==> src/rtl/ata_pio_pkg.sv <==
package ata_pio_pkg;

    typedef enum logic [1:0] {
        ST_IDLE   = 2'd0,
        ST_SETUP  = 2'd1,
        ST_STROBE = 2'd2,
        ST_RECOV  = 2'd3
    } seq_state_t;

    function automatic int ceil_div(input int num, input int den);
        return (num + den - 1) / den;
    endfunction

    function automatic int imax(input int a, input int b);
        return (a > b) ? a : b;
    endfunction

endpackage

==> src/rtl/ata_pio_timing.sv <==
module ata_pio_timing #(
    parameter int CLK_NS  = 20,
    parameter int CW      = 8,
    parameter int TA_NS   = 35,
    parameter int M0_T0   = 600,
    parameter int M0_T1   = 70,
    parameter int M0_T2   = 290,
    parameter int M0_T2I  = 0,
    parameter int M0_T4   = 30,
    parameter int M0_T9   = 20,
    parameter int M4_T0   = 120,
    parameter int M4_T1   = 25,
    parameter int M4_T2   = 70,
    parameter int M4_T2I  = 25,
    parameter int M4_T4   = 10,
    parameter int M4_T9   = 10
) (
    input  logic          mode,
    output logic [CW-1:0] su_cyc,
    output logic [CW-1:0] sw_cyc,
    output logic [CW-1:0] rec_cyc,
    output logic [CW-1:0] ta_cyc
);
    import ata_pio_pkg::*;

    localparam int TA = imax(ceil_div(TA_NS, CLK_NS), 1);

    localparam int SU0  = imax(ceil_div(M0_T1, CLK_NS), 1);
    localparam int REC0 = imax(imax(ceil_div(M0_T2I, CLK_NS), ceil_div(M0_T9, CLK_NS)),
                               imax(ceil_div(M0_T4, CLK_NS), 1));
    localparam int SW0  = imax(imax(ceil_div(M0_T2, CLK_NS), ceil_div(M0_T0, CLK_NS) - SU0 - REC0),
                               TA + 1);

    localparam int SU4  = imax(ceil_div(M4_T1, CLK_NS), 1);
    localparam int REC4 = imax(imax(ceil_div(M4_T2I, CLK_NS), ceil_div(M4_T9, CLK_NS)),
                               imax(ceil_div(M4_T4, CLK_NS), 1));
    localparam int SW4  = imax(imax(ceil_div(M4_T2, CLK_NS), ceil_div(M4_T0, CLK_NS) - SU4 - REC4),
                               TA + 1);

    always_comb begin
        ta_cyc = CW'(TA);
        if (mode) begin
            su_cyc  = CW'(SU4);
            sw_cyc  = CW'(SW4);
            rec_cyc = CW'(REC4);
        end else begin
            su_cyc  = CW'(SU0);
            sw_cyc  = CW'(SW0);
            rec_cyc = CW'(REC0);
        end
    end

endmodule

==> src/rtl/ata_pio_sync.sv <==
module ata_pio_sync #(
    parameter int STAGES = 2
) (
    input  logic clk,
    input  logic rst_n,
    input  logic din,
    output logic dout
);
    logic [STAGES-1:0] sh_d, sh_q;

    generate
        if (STAGES == 1) begin : g_one
            always_comb sh_d = din;
        end else begin : g_many
            always_comb sh_d = {sh_q[STAGES-2:0], din};
        end
    endgenerate

    always_ff @(posedge clk or negedge rst_n) begin
        if (!rst_n) sh_q <= '1;
        else        sh_q <= sh_d;
    end

    assign dout = sh_q[STAGES-1];

endmodule

==> src/rtl/ata_pio_fsm.sv <==
module ata_pio_fsm #(
    parameter int CW     = 8,
    parameter int TB_CYC = 63
) (
    input  logic          clk,
    input  logic          rst_n,
    input  logic          req_valid,
    input  logic          req_write,
    input  logic [4:0]    req_addr,
    input  logic [7:0]    req_wdata,
    input  logic          req_mode,
    input  logic          rdy_s,
    input  logic [7:0]    dd_in,
    input  logic [CW-1:0] su_cyc,
    input  logic [CW-1:0] sw_cyc,
    input  logic [CW-1:0] rec_cyc,
    input  logic [CW-1:0] ta_cyc,
    output logic          mode_lat,
    output logic          busy,
    output logic          done,
    output logic          err,
    output logic [7:0]    rdata,
    output logic [1:0]    cs_n,
    output logic [2:0]    da,
    output logic          dior_n,
    output logic          diow_n,
    output logic [7:0]    dd_out,
    output logic          dd_oe
);
    import ata_pio_pkg::*;

    typedef struct packed {
        seq_state_t  st;
        logic [CW-1:0] cnt;
        logic [CW-1:0] wcnt;
        logic        waiting;
        logic        wr;
        logic        mode;
        logic [4:0]  addr;
        logic [7:0]  wdata;
        logic [7:0]  rdata;
        logic        done;
        logic        err;
        logic        busy;
        logic [1:0]  cs_n;
        logic [2:0]  da;
        logic        dior_n;
        logic        diow_n;
        logic        oe;
    } seq_regs_t;

    localparam seq_regs_t RESET_VAL = '{
        st: ST_IDLE, cnt: '0, wcnt: '0, waiting: 1'b0, wr: 1'b0, mode: 1'b0,
        addr: '0, wdata: '0, rdata: '0, done: 1'b0, err: 1'b0, busy: 1'b0,
        cs_n: 2'b11, da: '0, dior_n: 1'b1, diow_n: 1'b1, oe: 1'b0
    };

    seq_regs_t r_d, r_q;

    logic at_sample;
    logic rdy_low_now;
    logic timed_out;
    logic width_met;

    always_comb begin
        at_sample   = (r_q.cnt == ta_cyc - CW'(1));
        rdy_low_now = at_sample && !rdy_s;
        timed_out   = r_q.waiting && !rdy_s && (r_q.wcnt >= CW'(TB_CYC - 1));
        width_met   = (r_q.cnt >= sw_cyc - CW'(1));
    end

    always_comb begin
        r_d      = r_q;
        r_d.done = 1'b0;

        unique case (r_q.st)
            ST_IDLE: begin
                if (req_valid) begin
                    r_d.st    = ST_SETUP;
                    r_d.cnt   = '0;
                    r_d.wr    = req_write;
                    r_d.mode  = req_mode;
                    r_d.addr  = req_addr;
                    r_d.wdata = req_wdata;
                    r_d.busy  = 1'b1;
                    r_d.err   = 1'b0;
                end
            end
            ST_SETUP: begin
                r_d.cnt = r_q.cnt + CW'(1);
                if (r_q.cnt >= su_cyc - CW'(1)) begin
                    r_d.st      = ST_STROBE;
                    r_d.cnt     = '0;
                    r_d.wcnt    = '0;
                    r_d.waiting = 1'b0;
                end
            end
            ST_STROBE: begin
                r_d.cnt = r_q.cnt + CW'(1);
                if (rdy_low_now) begin
                    r_d.waiting = 1'b1;
                end
                if (r_q.waiting) begin
                    if (rdy_s) r_d.waiting = 1'b0;
                    else       r_d.wcnt    = r_q.wcnt + CW'(1);
                end
                if (timed_out || (width_met && !r_q.waiting && !rdy_low_now)) begin
                    r_d.st      = ST_RECOV;
                    r_d.cnt     = '0;
                    r_d.waiting = 1'b0;
                    r_d.err     = timed_out;
                    if (!r_q.wr) r_d.rdata = dd_in;
                end
            end
            ST_RECOV: begin
                r_d.cnt = r_q.cnt + CW'(1);
                if (r_q.cnt >= rec_cyc - CW'(1)) begin
                    r_d.st   = ST_IDLE;
                    r_d.done = 1'b1;
                    r_d.busy = 1'b0;
                end
            end
            default: r_d = RESET_VAL;
        endcase

        // Registered pin values follow the next state
        if (r_d.st == ST_IDLE) begin
            r_d.cs_n = 2'b11;
            r_d.da   = '0;
            r_d.oe   = 1'b0;
        end else begin
            r_d.cs_n = ~r_d.addr[4:3];
            r_d.da   = r_d.addr[2:0];
            r_d.oe   = r_d.wr;
        end
        r_d.dior_n = !((r_d.st == ST_STROBE) && !r_d.wr);
        r_d.diow_n = !((r_d.st == ST_STROBE) &&  r_d.wr);
    end

    always_ff @(posedge clk or negedge rst_n) begin
        if (!rst_n) r_q <= RESET_VAL;
        else        r_q <= r_d;
    end

    assign mode_lat = r_q.mode;
    assign busy     = r_q.busy;
    assign done     = r_q.done;
    assign err      = r_q.err;
    assign rdata    = r_q.rdata;
    assign cs_n     = r_q.cs_n;
    assign da       = r_q.da;
    assign dior_n   = r_q.dior_n;
    assign diow_n   = r_q.diow_n;
    assign dd_out   = r_q.wdata;
    assign dd_oe    = r_q.oe;

endmodule

==> src/rtl/ata_pio_seq.sv <==
module ata_pio_seq #(
    parameter int CLK_NS      = 20,
    parameter int SYNC_STAGES = 2,
    parameter int TA_NS       = 35,
    parameter int TB_NS       = 1250,
    parameter int M0_T0       = 600,
    parameter int M0_T1       = 70,
    parameter int M0_T2       = 290,
    parameter int M0_T2I      = 0,
    parameter int M0_T4       = 30,
    parameter int M0_T9       = 20,
    parameter int M4_T0       = 120,
    parameter int M4_T1       = 25,
    parameter int M4_T2       = 70,
    parameter int M4_T2I      = 25,
    parameter int M4_T4       = 10,
    parameter int M4_T9       = 10
) (
    input  logic       clk,
    input  logic       rst_n,
    input  logic       req_valid,
    input  logic       req_write,
    input  logic [4:0] req_addr,
    input  logic [7:0] req_wdata,
    input  logic       req_mode,
    output logic       busy,
    output logic       done,
    output logic       err,
    output logic [7:0] rdata,
    output logic [1:0] cs_n,
    output logic [2:0] da,
    output logic       dior_n,
    output logic       diow_n,
    output logic [7:0] dd_out,
    output logic       dd_oe,
    input  logic [7:0] dd_in,
    input  logic       iordy
);
    import ata_pio_pkg::*;

    localparam int TB_CYC = ceil_div(TB_NS, CLK_NS);
    localparam int SPAN   = TB_CYC + ceil_div(M0_T0, CLK_NS) + ceil_div(TA_NS, CLK_NS) + 16;
    localparam int CW     = $clog2(SPAN);

    logic          rdy_s;
    logic          mode_lat;
    logic [CW-1:0] su_cyc, sw_cyc, rec_cyc, ta_cyc;

    ata_pio_sync #(.STAGES(SYNC_STAGES)) u_sync (
        .clk  (clk),
        .rst_n(rst_n),
        .din  (iordy),
        .dout (rdy_s)
    );

    ata_pio_timing #(
        .CLK_NS(CLK_NS), .CW(CW), .TA_NS(TA_NS),
        .M0_T0(M0_T0), .M0_T1(M0_T1), .M0_T2(M0_T2), .M0_T2I(M0_T2I), .M0_T4(M0_T4), .M0_T9(M0_T9),
        .M4_T0(M4_T0), .M4_T1(M4_T1), .M4_T2(M4_T2), .M4_T2I(M4_T2I), .M4_T4(M4_T4), .M4_T9(M4_T9)
    ) u_timing (
        .mode   (mode_lat),
        .su_cyc (su_cyc),
        .sw_cyc (sw_cyc),
        .rec_cyc(rec_cyc),
        .ta_cyc (ta_cyc)
    );

    ata_pio_fsm #(.CW(CW), .TB_CYC(TB_CYC)) u_fsm (
        .clk      (clk),
        .rst_n    (rst_n),
        .req_valid(req_valid),
        .req_write(req_write),
        .req_addr (req_addr),
        .req_wdata(req_wdata),
        .req_mode (req_mode),
        .rdy_s    (rdy_s),
        .dd_in    (dd_in),
        .su_cyc   (su_cyc),
        .sw_cyc   (sw_cyc),
        .rec_cyc  (rec_cyc),
        .ta_cyc   (ta_cyc),
        .mode_lat (mode_lat),
        .busy     (busy),
        .done     (done),
        .err      (err),
        .rdata    (rdata),
        .cs_n     (cs_n),
        .da       (da),
        .dior_n   (dior_n),
        .diow_n   (diow_n),
        .dd_out   (dd_out),
        .dd_oe    (dd_oe)
    );

endmodule

==> config.mk <==
export PLATFORM = sky130hd
export DESIGN_NAME = ata_pio_seq
export DESIGN_NICKNAME = d
export VERILOG_FILES = /design/src/rtl/ata_pio_pkg.sv /design/src/rtl/ata_pio_timing.sv /design/src/rtl/ata_pio_sync.sv /design/src/rtl/ata_pio_fsm.sv /design/src/rtl/ata_pio_seq.sv
export SDC_FILE = /design/constraint.sdc
export NUM_CORES = 1
export LEC_CHECK = 0
export ABC_AREA = 1
export ABC_CLOCK_PERIOD_IN_PS = 2300
export BUFFER_PORTS_ARGS = -buffer_cell sky130_fd_sc_hd__buf_2
export CAP_MARGIN = 20
export CORE_MARGIN = 5
export CORE_UTILIZATION = 30
export CTS_BUF_LIST = sky130_fd_sc_hd__clkbuf_4
export CTS_CLUSTER_DIAMETER = 40
export CTS_CLUSTER_SIZE = 14
export DETAILED_ROUTE_END_ITERATION = 16
export GPL_TIMING_DRIVEN = 0
export PLACE_DENSITY_LB_ADDON = 0.25
export SLEW_MARGIN = 10
export SYNTH_ARGS = -nofsm -noshare
export SYNTH_HDL_FRONTEND = slang
export SYNTH_SLANG_ARGS = --single-unit
==> constraint.sdc <==
create_clock -name clk -period 2.3 [get_ports clk]
set_clock_uncertainty 0.1 [all_clocks]
set_input_delay 0 -clock clk [delete_from_list [all_inputs] [get_ports clk]]
set_output_delay 0 -clock clk [all_outputs]
set_load 0.1 [all_outputs]
==> results of run 1 <==
[cell families after synthesis]
logic type      share of synthesized area
buf+inv                             0.116
flops                               0.494
compound gates                     0.0779
simple gates                        0.209
mux                                0.0473
xor+xnor                           0.0227
fa+ha+maj                          0.0325
[sequential cells by signal, summed over array words and instances, names as in the netlist]
signal and cells:
u_fsm.r_q 23, u_fsm.da 3, u_fsm.cs_n 2, u_fsm.err 1, u_fsm.rdata 8, u_sync.sh_q 2
u_fsm.mode_lat 1, u_fsm.busy 1, u_fsm.dior_n 1, u_fsm.dd_oe 1, u_fsm.diow_n 1, u_fsm.done 1
u_fsm.dd_out 8
[cell usage in the layout, fill, tap and decap left out, drive strengths merged, types with 7 or more instances in the layout]
cell type,n
o21ai,19
dfrtp,47
mux2,11
inv,36
dlygate4sd3,26
a21oi,9
ha,7
o22ai,7
nand2,63
nand3,13
buf,78
nor2,26
[final cells by class]
cell class                 instances  area [um2]
inverter                          37         139
clock buffer                       6        45.0
buffer                            24         174
multi-input combinational        169        1050
sequential                        53        1330
clock inverter                     2        33.8
tap                              108         135
timing repair buffer              80         546
fill                             901        5310
[what timing repair did]
| action | CTS | global route |
|---|---|---|
| endpoints found under the hold margin | 68 | 0 |
| hold buffers | 26 | 0 |
| setup endpoints to repair | 0 | 0 |
[routing by layer]
layer,track usage,vias up
li1,-,1048
met1,0.134,917
met2,0.173,36
met3,0.0259,5
met4,0.0192,0
met5,0,-
[metrics by stage]
| stage | hold slack, ns | utilization |
|---|---|---|
| finish | 0.0871 | 0.394 |
| global route | 0.120 | 0.394 |
| CTS | 0.0975 | 0.394 |
| detailed placement | -0.00951 | 0.356 |
| global placement | 0.00736 | 0.354 |
| floorplan | -0.396 | - |
[worst min-delay path by stage]
stage                            to   from  slack (ns)
floorplan                u_fsm.busy  rst_n       -0.40
global placement     u_sync.sh_q[0]  iordy       0.007
detailed placement  u_fsm.dd_out[3]  rst_n       -0.01
CTS                 u_fsm.dd_out[3]  rst_n         0.1
global route        u_fsm.dd_out[2]  rst_n        0.12
finish              u_fsm.dd_out[2]  rst_n        0.09
==> metrics, run 1 <==
DR top layer met4; reg2reg start u_fsm.r_q[42]; Worst Setup End Kind flop; slowest stage cell, crit path dfrtp_1; CTS H-tree lvls 2; via count between 2,000 and 2,500; mapped cell area 2700 um2; Nets a little over 400; Synth cell types 33; crit-path max FO 10; measured slew at the worst slew-check pin roughly 0.69 ns; Final Non-Filler Cells approximately 480; EDFF count, synth 0; most frequent CP cell nand2_1; R2R setup slack 0.41 ns; Avg Cell Area, Syn ~9.5 um2; first-pass GRT wire length between 9000 and 10,000 um; Initial Util 0.308; Total GRT Usage 0.103; Max transition margin 0.539; capture point of the worst reg-to-reg path u_fsm.rdata[4]; PortBufs 53; critical path depth 11; flops & latches, synth 53; Die Height roughly 100 um; Crit path max-delay family simple AND/OR/NAND/NOR gates; Final Slew Violations 0; Yosys top cell by area dfrtp_1; dpl cells roughly 450; clk sinks 53; clock transition at the registers of the reported paths ~0.15 ns; Inserted Clock Buffers 5; Worst Setup EP u_fsm.rdata[4]; most frequent cell after synthesis nand2_1; Critical Path Start u_fsm.r_q[42]; drt via density around 4.2; Hold Violations, Final 0; clock period minus worst slack approximately 1.9 ns; Buf/Inv on CP 1; post-synthesis sequential area ratio 0.494; Placer Congestion roughly 0.84; starting DRC count in detailed routing 79; Post-CTS Setup Repair Bufs 0; Post-DRT Antenna Nets 0; placed inst area slightly above 3000 um2; maximum buffer depth of the clock tree 2; worst path required time between 2 and 3 ns; Worst Reg2Reg Path Length in Cells 11; CTS tree done; DRC violations left 0; grt ovf 0; Root Driver clkbuf_4; max cap viols 0; io pins between 50 and 60; Rows 34; Clk Latency, worst-skew pair approximately 0.37 ns; Post-synth top cells nand2_1, dfrtp_1, inv_1; WL final between 5000 and 6000 um; post_cts resized 0; setup TNS 0 ns; Synth async-reset ratio 1.00; Mapped Cells 283; pin count of the biggest net entering global routing 31; share of cells above drive strength 1 0.375; yosys warns 0; CP Data Arrival Time roughly 2.1 ns; worst slack at placement roughly 0.44 ns; slack of the critical path approximately 0.41 ns; Core Area about 8800 um2; metal2 WL around 2500 um; die area 11,000 um2; startpoint types flop; final period utilization 0.823; post-route cell area 3460 um2; critical-path cell list ha_1, inv_1, nor2_1, nand2_1, nand3_1, nand2_2, nand2_4, nand2_4, nor2_8, nand2_1, nand2_1; drt wl/cell around 11 um; Synth top area share 0.436; Post-DP HPWL around 4000 um; Max Freq 0.528 GHz; Crit Path Category reg -> reg; initial antenna violation count 0; Met1 Wirelength ~2500 um; leading cell types by total area after synthesis dfrtp_1, nand2_1, buf_4; RSZ-0062 raised after global routing no; DRT Pass-1 Iters 4; Top FF cell, synth dfrtp_1; P&R area growth vs syn 28.2%; Setup Viol. Count Final 0; Crit path largest cell delay ~0.54 ns; routed wl met3 approximately 220 um; status finished clean; ANT cells 0; Tightest Hold Check Type in -> async; Die W 105 um; post-synth net total 317; vias in the first global route 2,111
Power of run 1 is not shown: default switching activity piles up to over one toggle a cycle in this logic, so the estimate is an artifact.
==> inputs of run 2 (changes only) <==
- ABC_AREA: 1 -> 0
- ABC_CLOCK_PERIOD_IN_PS: 2300 -> 1700
- clock period: 2.3 -> 1.7 ns (I/O delays scaled with it)
==> run 2 against run 1 <==
The run now ends with negative setup slack left. Count of clock-buffer cells in the layout stayed put. Worst hold slack worse by 0.061 ns. Non-clock buffer count is 30 higher. Area after synthesis is 6.4% lower. Critical endpoint is now u_fsm.rdata[2].
==> metrics, run 2 <==
flops & latches, synth 53 (unchanged); most frequent cell after synthesis dfrtp_1 (was nand2_1); Synth async-reset ratio 1.00 (unchanged); Clk Latency, worst-skew pair 0.38 ns (was 0.37 ns); crit-path max FO 8 (was 10); CP Data Arrival Time 2.25 ns (was 2.10 ns); mapped cell area 2530 um2 (was 2700 um2); adder-cell share of the synthesized area 0.0347 (was 0.0325); worst slack at placement -0.806 ns (was 0.440 ns); post-synthesis sequential area ratio 0.528 (was 0.494); Max transition margin 0.540 (was 0.539); Core Area 8220 um2 (was 8760 um2); commonest non-fill, non-tap cell in the layout buf_2 (unchanged); DRT Pass-1 Iters 4 (unchanged); Hold Violations, Final 0 (unchanged); routed wl met3 332 um (was 216 um); drt via density 4.70 (was 4.19); starting DRC count in detailed routing 147 (was 79); WL final 6340 um (was 5340 um); dpl cells 383 (was 445); Die W 102 um (was 105 um); Worst Setup End Kind flop (unchanged); Crit path max-delay family flip-flops (was simple AND/OR/NAND/NOR gates); Post-DP HPWL 3700 um (was 3950 um); Placer Congestion 0.895 (was 0.840); post-synth net total 258 (was 317); grt ovf 0 (unchanged); Met1 Wirelength 2650 um (was 2540 um); RSZ-0062 raised after global routing yes (was no); Total GRT Usage 0.126 (was 0.103); Post-synth top cells dfrtp_1, mux2_2, buf_4 (was nand2_1, dfrtp_1, inv_1); Reg with most FFs u_fsm.r_q (unchanged); Avg Cell Area, Syn 11.3 um2 (was 9.53 um2); clock transition at the registers of the reported paths 0.16 ns (was 0.15 ns); Final Non-Filler Cells 444 (was 479); fillers 736 (was 901); failing checks negative setup slack; critical-path cell list ha_4, nand2_2, o211ai_1, buf_4, a21oi_4, nor3_4, buf_12, mux2_4 (was ha_1, inv_1, nor2_1, nand2_1, nand3_1, nand2_2, nand2_4, nand2_4, nor2_8, nand2_1, nand2_1); final period utilization 1.22 (was 0.823); Compound-Gate Fraction of Synth Area 0.100 (was 0.0779); max cap viols 0 (unchanged); worst path required time 1.88 ns (was 2.51 ns); most frequent cells in the layout buf_2, dfrtp_1, buf_4, dlygate4sd3_1, nand2_1 (was buf_2, nand2_1, dfrtp_1, inv_1, dlygate4sd3_1); Inserted Clock Buffers 5 (unchanged); metal2 WL 3290 um (was 2530 um); startpoint types flop (unchanged); yosys warns 0 (unchanged); vias in the first global route 2,208 (was 2,111); Mapped Cells 224 (was 283); post-layout util 0.479 (was 0.394); slack of the critical path -0.370 ns (was 0.408 ns); Crit Path Category reg -> reg (unchanged); DRC violations left 0 (unchanged); leading cell types by total area after synthesis dfrtp_1, mux2_2, dfstp_2 (was dfrtp_1, nand2_1, buf_4); Initial Util 0.307 (was 0.308); clk sinks 53 (unchanged); pin count of the biggest net entering global routing 30 (was 31); max reg flops 23 (unchanged); Fin Hold WS 0.0259 ns (was 0.0871 ns); Top FF cell, synth dfrtp_1 (unchanged); die area 10,400 um2 (was 11,000 um2); Crit path largest cell delay 0.49 ns (was 0.54 ns); PortBufs 53 (unchanged); Yosys top cell by area dfrtp_1 (unchanged); Buf/Inv on CP 2 (was 1); Sequential Area 1340 um2 (was 1330 um2); measured slew at the worst slew-check pin 0.685 ns (was 0.691 ns); io pins 54 (unchanged); Setup Viol. Count Final 28 (was 0); ANT cells 0 (unchanged); first-pass GRT wire length 10,500 um (was 9630 um); proportion of synthesized area in mux cells 0.102 (was 0.0473); maximum buffer depth of the clock tree 2 (unchanged); Final Slew Violations 0 (unchanged); Nets 372 (was 404); Die Height 102 um (was 105 um); drt wl/cell 14.3 um (was 11.2 um); P&R area growth vs syn 55.7% (was 28.2%); Synth cell types 44 (was 33); clock period minus worst slack 2.07 ns (was 1.89 ns); Tightest Hold Check Type in -> async (unchanged); slowest stage cell, crit path dfrtp_2 (was dfrtp_1); Post-DRT Antenna Nets 0 (unchanged); Rows 33 (was 34); CTS H-tree lvls 2 (unchanged); status complete, but fails checks (was finished clean); Max Freq 0.483 GHz (was 0.528 GHz); CTS tree done (unchanged); largest family of logic cells by synthesized area simple AND/OR/NAND/NOR gates (unchanged); EDFF count, synth 0 (unchanged); Root Driver clkbuf_4 (unchanged); initial antenna violation count 0 (unchanged); XOR/XNOR Fraction of Synth Area 0.0173 (was 0.0227); DR top layer met4 (unchanged); Synth top area share 0.466 (was 0.436); simple-gate share of the synthesized area 0.135 (was 0.209); Multi-input gate area 1360 um2 (was 1050 um2); share of cells above drive strength 1 0.599 (was 0.375); via count 2,087 (was 2,006)
## run 2: final timing paths
check / cells after the start / slack, ns / endpoint / startpoint
worst max-delay path: 8 / -0.37 / u_fsm.rdata[2] / u_fsm.mode_lat
worst min-delay path: 2 / 0.03 / u_fsm.dd_out[6] / rst_n
worst max register to register: 8 / -0.37 / u_fsm.rdata[2] / u_fsm.mode_lat
worst min register to register: 0 / 0.27 / u_sync.sh_q[1] / u_sync.sh_q[0]
max in group asynchronous: 3 / 0.85 / u_fsm.dior_n / rst_n
min in group clk: 2 / 0.17 / u_sync.sh_q[0] / iordy
## run 2: metal layers
metal / track usage / vias to the layer above
li1: - / 994
met2: 0.223 / 58
met5: 0 / -
met1: 0.156 / 1028
met3: 0.0282 / 7
met4: 0.0256 / 0
## run 2: cell type report
class	count	area share
Clock inverter	2	0.00350
Multi-Input combinational cell	137	0.345
Clock buffer	6	0.0115
Tap cell	105	0.0334
Sequential cell	53	0.341
Timing Repair Buffer	109	0.212
Inverter	7	0.00763
Buffer	25	0.0464
## run 2: metrics by stage
| stage | area (um2) | TNS (ns) |
|---|---|---|
| floorplan | 2540 | -4.22 |
| global placement | 2940 | -16.44 |
| detailed placement | 2960 | -16.61 |
| CTS | 3720 | -5.70 |
| global route | 3930 | -9.25 |
| finish | 3930 | -6.80 |
## run 2: what timing repair did
item                                   in CTS  in global routing
setup buffers                              25                  4
setup endpoints to repair                  44                 46
pin swaps                                  14                 11
endpoints found under the hold margin      88                  0
resized for setup                          57                 43
hold buffers                               26                  0
## run 2: worst reg2reg max path, stage by stage (launching register included)
cell and delay (ns):
dfrtp_2 0.49, ha_4 0.29, nand2_2 0.04, o211ai_1 0.17, buf_4 0.17, a21oi_4 0.07
nor3_4 0.17, buf_12 0.17, mux2_4 0.30
## run 2: kinds of logic (layout without fill, tap and decap cells)
logic type | after synthesis | in the layout
compound gates | 38 | 38
xor+xnor | 5 | 5
fa+ha+maj | 7 | 7
buf+inv | 34 | 149
flops | 53 | 53
mux | 23 | 23
simple gates | 64 | 64
Power of run 2 is left out for the same reason.
==> inputs of run 3 (changes only) <==
- CORE_UTILIZATION: 30 -> 51
==> run 3 against run 2 <==
The run still ends with negative setup slack left. Largest cell class is now sequential cells. Non-clock buffer count increased by 4. Die area down 38%. Global-route usage increased by 7.1 points. Count of clock-buffer cells in the layout fell by 1. Fmax fell by 0.34%. Sequential share of layout area about the same. Highest routed layer unchanged.
==> metrics, run 3 (synthesized netlist as in run 2, its figures left out) <==
status complete, but fails checks (unchanged); failing checks negative setup slack (unchanged); CP Data Arrival Time 2.25 ns (about the same); drt wl/cell 17.7 um (was 14.3 um); pin count of the biggest net entering global routing 30 (unchanged); PortBufs 53 (unchanged); DRC violations left 0 (unchanged); reg2reg start u_sync.sh_q[1] (was u_fsm.mode_lat); P&R area growth vs syn 55.7% (unchanged); Initial Util 0.531 (was 0.307); initial antenna violation count 0 (unchanged); Critical Path Start u_sync.sh_q[1] (was u_fsm.mode_lat); share of cells above drive strength 1 0.601 (was 0.599); R2R setup slack -0.38 ns (was -0.37 ns); Core Area 4750 um2 (was 8220 um2); vias in the first global route 2,187 (was 2,208); fillers 272 (was 736); clock transition at the registers of the reported paths 0.16 ns (about the same); post-route cell area 3930 um2 (unchanged); io pins 54 (unchanged); Clk Latency, worst-skew pair 0.38 ns (about the same); final period utilization 1.22 (about the same); Tightest Hold Check Type in -> async (unchanged); Max Freq 0.481 GHz (was 0.483 GHz); Final Slew Violations 0 (unchanged); Inserted Clock Buffers 5 (unchanged); Die Height 80.4 um (was 102 um); Placer Congestion 0.837 (was 0.895); CTS H-tree lvls 2 (unchanged); Crit path max-delay family simple AND/OR/NAND/NOR gates (was flip-flops); metal2 WL 3790 um (was 3290 um); Crit Path Category reg -> reg (unchanged); Worst Reg2Reg Path Length in Cells 6 (was 8); Nets 376 (was 372); RSZ-0062 raised after global routing yes (unchanged); most frequent cells in the layout buf_2, buf_4, dfrtp_1, dlygate4sd3_1, mux2_4 (was buf_2, dfrtp_1, buf_4, dlygate4sd3_1, nand2_1); DR top layer met4 (unchanged); capture point of the worst reg-to-reg path u_fsm.r_q[48] (was u_fsm.rdata[2]); Max transition margin 0.577 (was 0.540); starting DRC count in detailed routing 84 (was 147); slack of the critical path -0.377 ns (was -0.370 ns); max reg flops 23 (unchanged); crit-path max FO 5 (was 8); Setup Viol. Count Final 43 (was 28); Crit path largest cell delay 0.60 ns (was 0.49 ns); Met1 Wirelength 2850 um (was 2650 um); slowest stage cell, crit path nor4_2 (was dfrtp_2); max cap viols 0 (unchanged); WL final 7240 um (was 6340 um); CTS tree done (unchanged); Fin Hold WS 0.0453 ns (was 0.0259 ns); Total GRT Usage 0.197 (was 0.126); placed inst area 2910 um2 (was 2960 um2); routed wl met3 383 um (was 332 um); startpoint types flop (unchanged); Buf/Inv on CP 1 (was 2); Worst Setup End Kind flop (unchanged); ANT cells 0 (unchanged); commonest non-fill, non-tap cell in the layout buf_2 (unchanged); Reg with most FFs u_fsm.r_q (unchanged); via count 2,161 (was 2,087); Rows 25 (was 33); Die W 80.4 um (was 102 um); Worst Setup EP u_fsm.r_q[48] (was u_fsm.rdata[2]); maximum buffer depth of the clock tree 2 (unchanged); Hold Violations, Final 0 (unchanged); measured slew at the worst slew-check pin 0.629 ns (was 0.685 ns); Post-DP HPWL 3620 um (was 3700 um); clk sinks 53 (unchanged); drt via density 5.27 (was 4.70); critical-path cell list nand2b_1, nor4_2, a211oi_2, buf_4, a21o_1, a22o_1 (was ha_4, nand2_2, o211ai_1, buf_4, a21oi_4, nor3_4, buf_12, mux2_4); Post-DRT Antenna Nets 0 (unchanged); Root Driver clkbuf_4 (unchanged); die area 6460 um2 (was 10,400 um2); first-pass GRT wire length 9890 um (was 10,500 um); grt ovf 0 (unchanged); worst path required time 1.88 ns (about the same); DRT Pass-1 Iters 4 (unchanged); critical path depth 6 (was 8); clock period minus worst slack 2.08 ns (was 2.07 ns)
[run 3: layout make-up]
class                      instances  area (um2)  share of cell area
timing repair buffer             113         868               0.221
clock buffer                       5        37.5             0.00954
inverter                           7        26.3             0.00668
tap                               67        83.8              0.0213
multi-input combinational        137        1340               0.341
clock inverter                     3        46.3              0.0118
buffer                            25         186              0.0474
sequential                        53        1340               0.341
[run 3: timing repair]
action | CTS | global route
resized for setup | 43 | 62
hold endpoints to repair | 87 | 0
endpoints found under the setup margin | 43 | 48
buffers inserted | 24 | 9
pin swaps | 14 | 23
hold buffers | 26 | 0
gates cloned | 0 | 1
[run 3: per-stage QoR]
| step | utilization | instances | setup slack [ns] | setup TNS (ns) |
|---|---|---|---|---|
| final | 0.827 | 410 | -0.377 | -8.18 |
| after global routing | 0.827 | 410 | -0.500 | -11.10 |
| after CTS | 0.760 | 400 | -0.407 | -7.24 |
| after detailed placement | 0.612 | 345 | -0.706 | -14.62 |
| after global placement | 0.607 | 344 | -0.690 | -14.05 |
| after floorplan | - | 224 | -0.427 | -4.22 |
[run 3: worst min-delay path by stage]
stage                     cells past startpoint               to   from
after floorplan                               0       u_fsm.busy  rst_n
after global placement                        1   u_sync.sh_q[0]  iordy
after detailed placement                      1    u_fsm.r_q[40]  rst_n
after CTS                                     2  u_fsm.dd_out[7]  rst_n
after global routing                          2  u_fsm.dd_out[0]  rst_n
final                                         2    u_fsm.r_q[46]  rst_n
[run 3: worst register-to-register path, delay by kind of cell (launching register included)]
family,cells,cell delay [ns]
AOI/OAI and AO/OA,3,0.42
buffers and inverters,1,0.19
DFF,1,0.45
and+or+nand+nor,2,0.82
[run 3: layer usage]
| metal | vias up | GRT usage |
|---|---|---|
| met5 | - | 0 |
| met4 | 0 | 0.0828 |
| met3 | 19 | 0.0448 |
| met2 | 73 | 0.338 |
| met1 | 1064 | 0.236 |
| li1 | 1005 | - |
Power of run 3 is left out for the same reason.
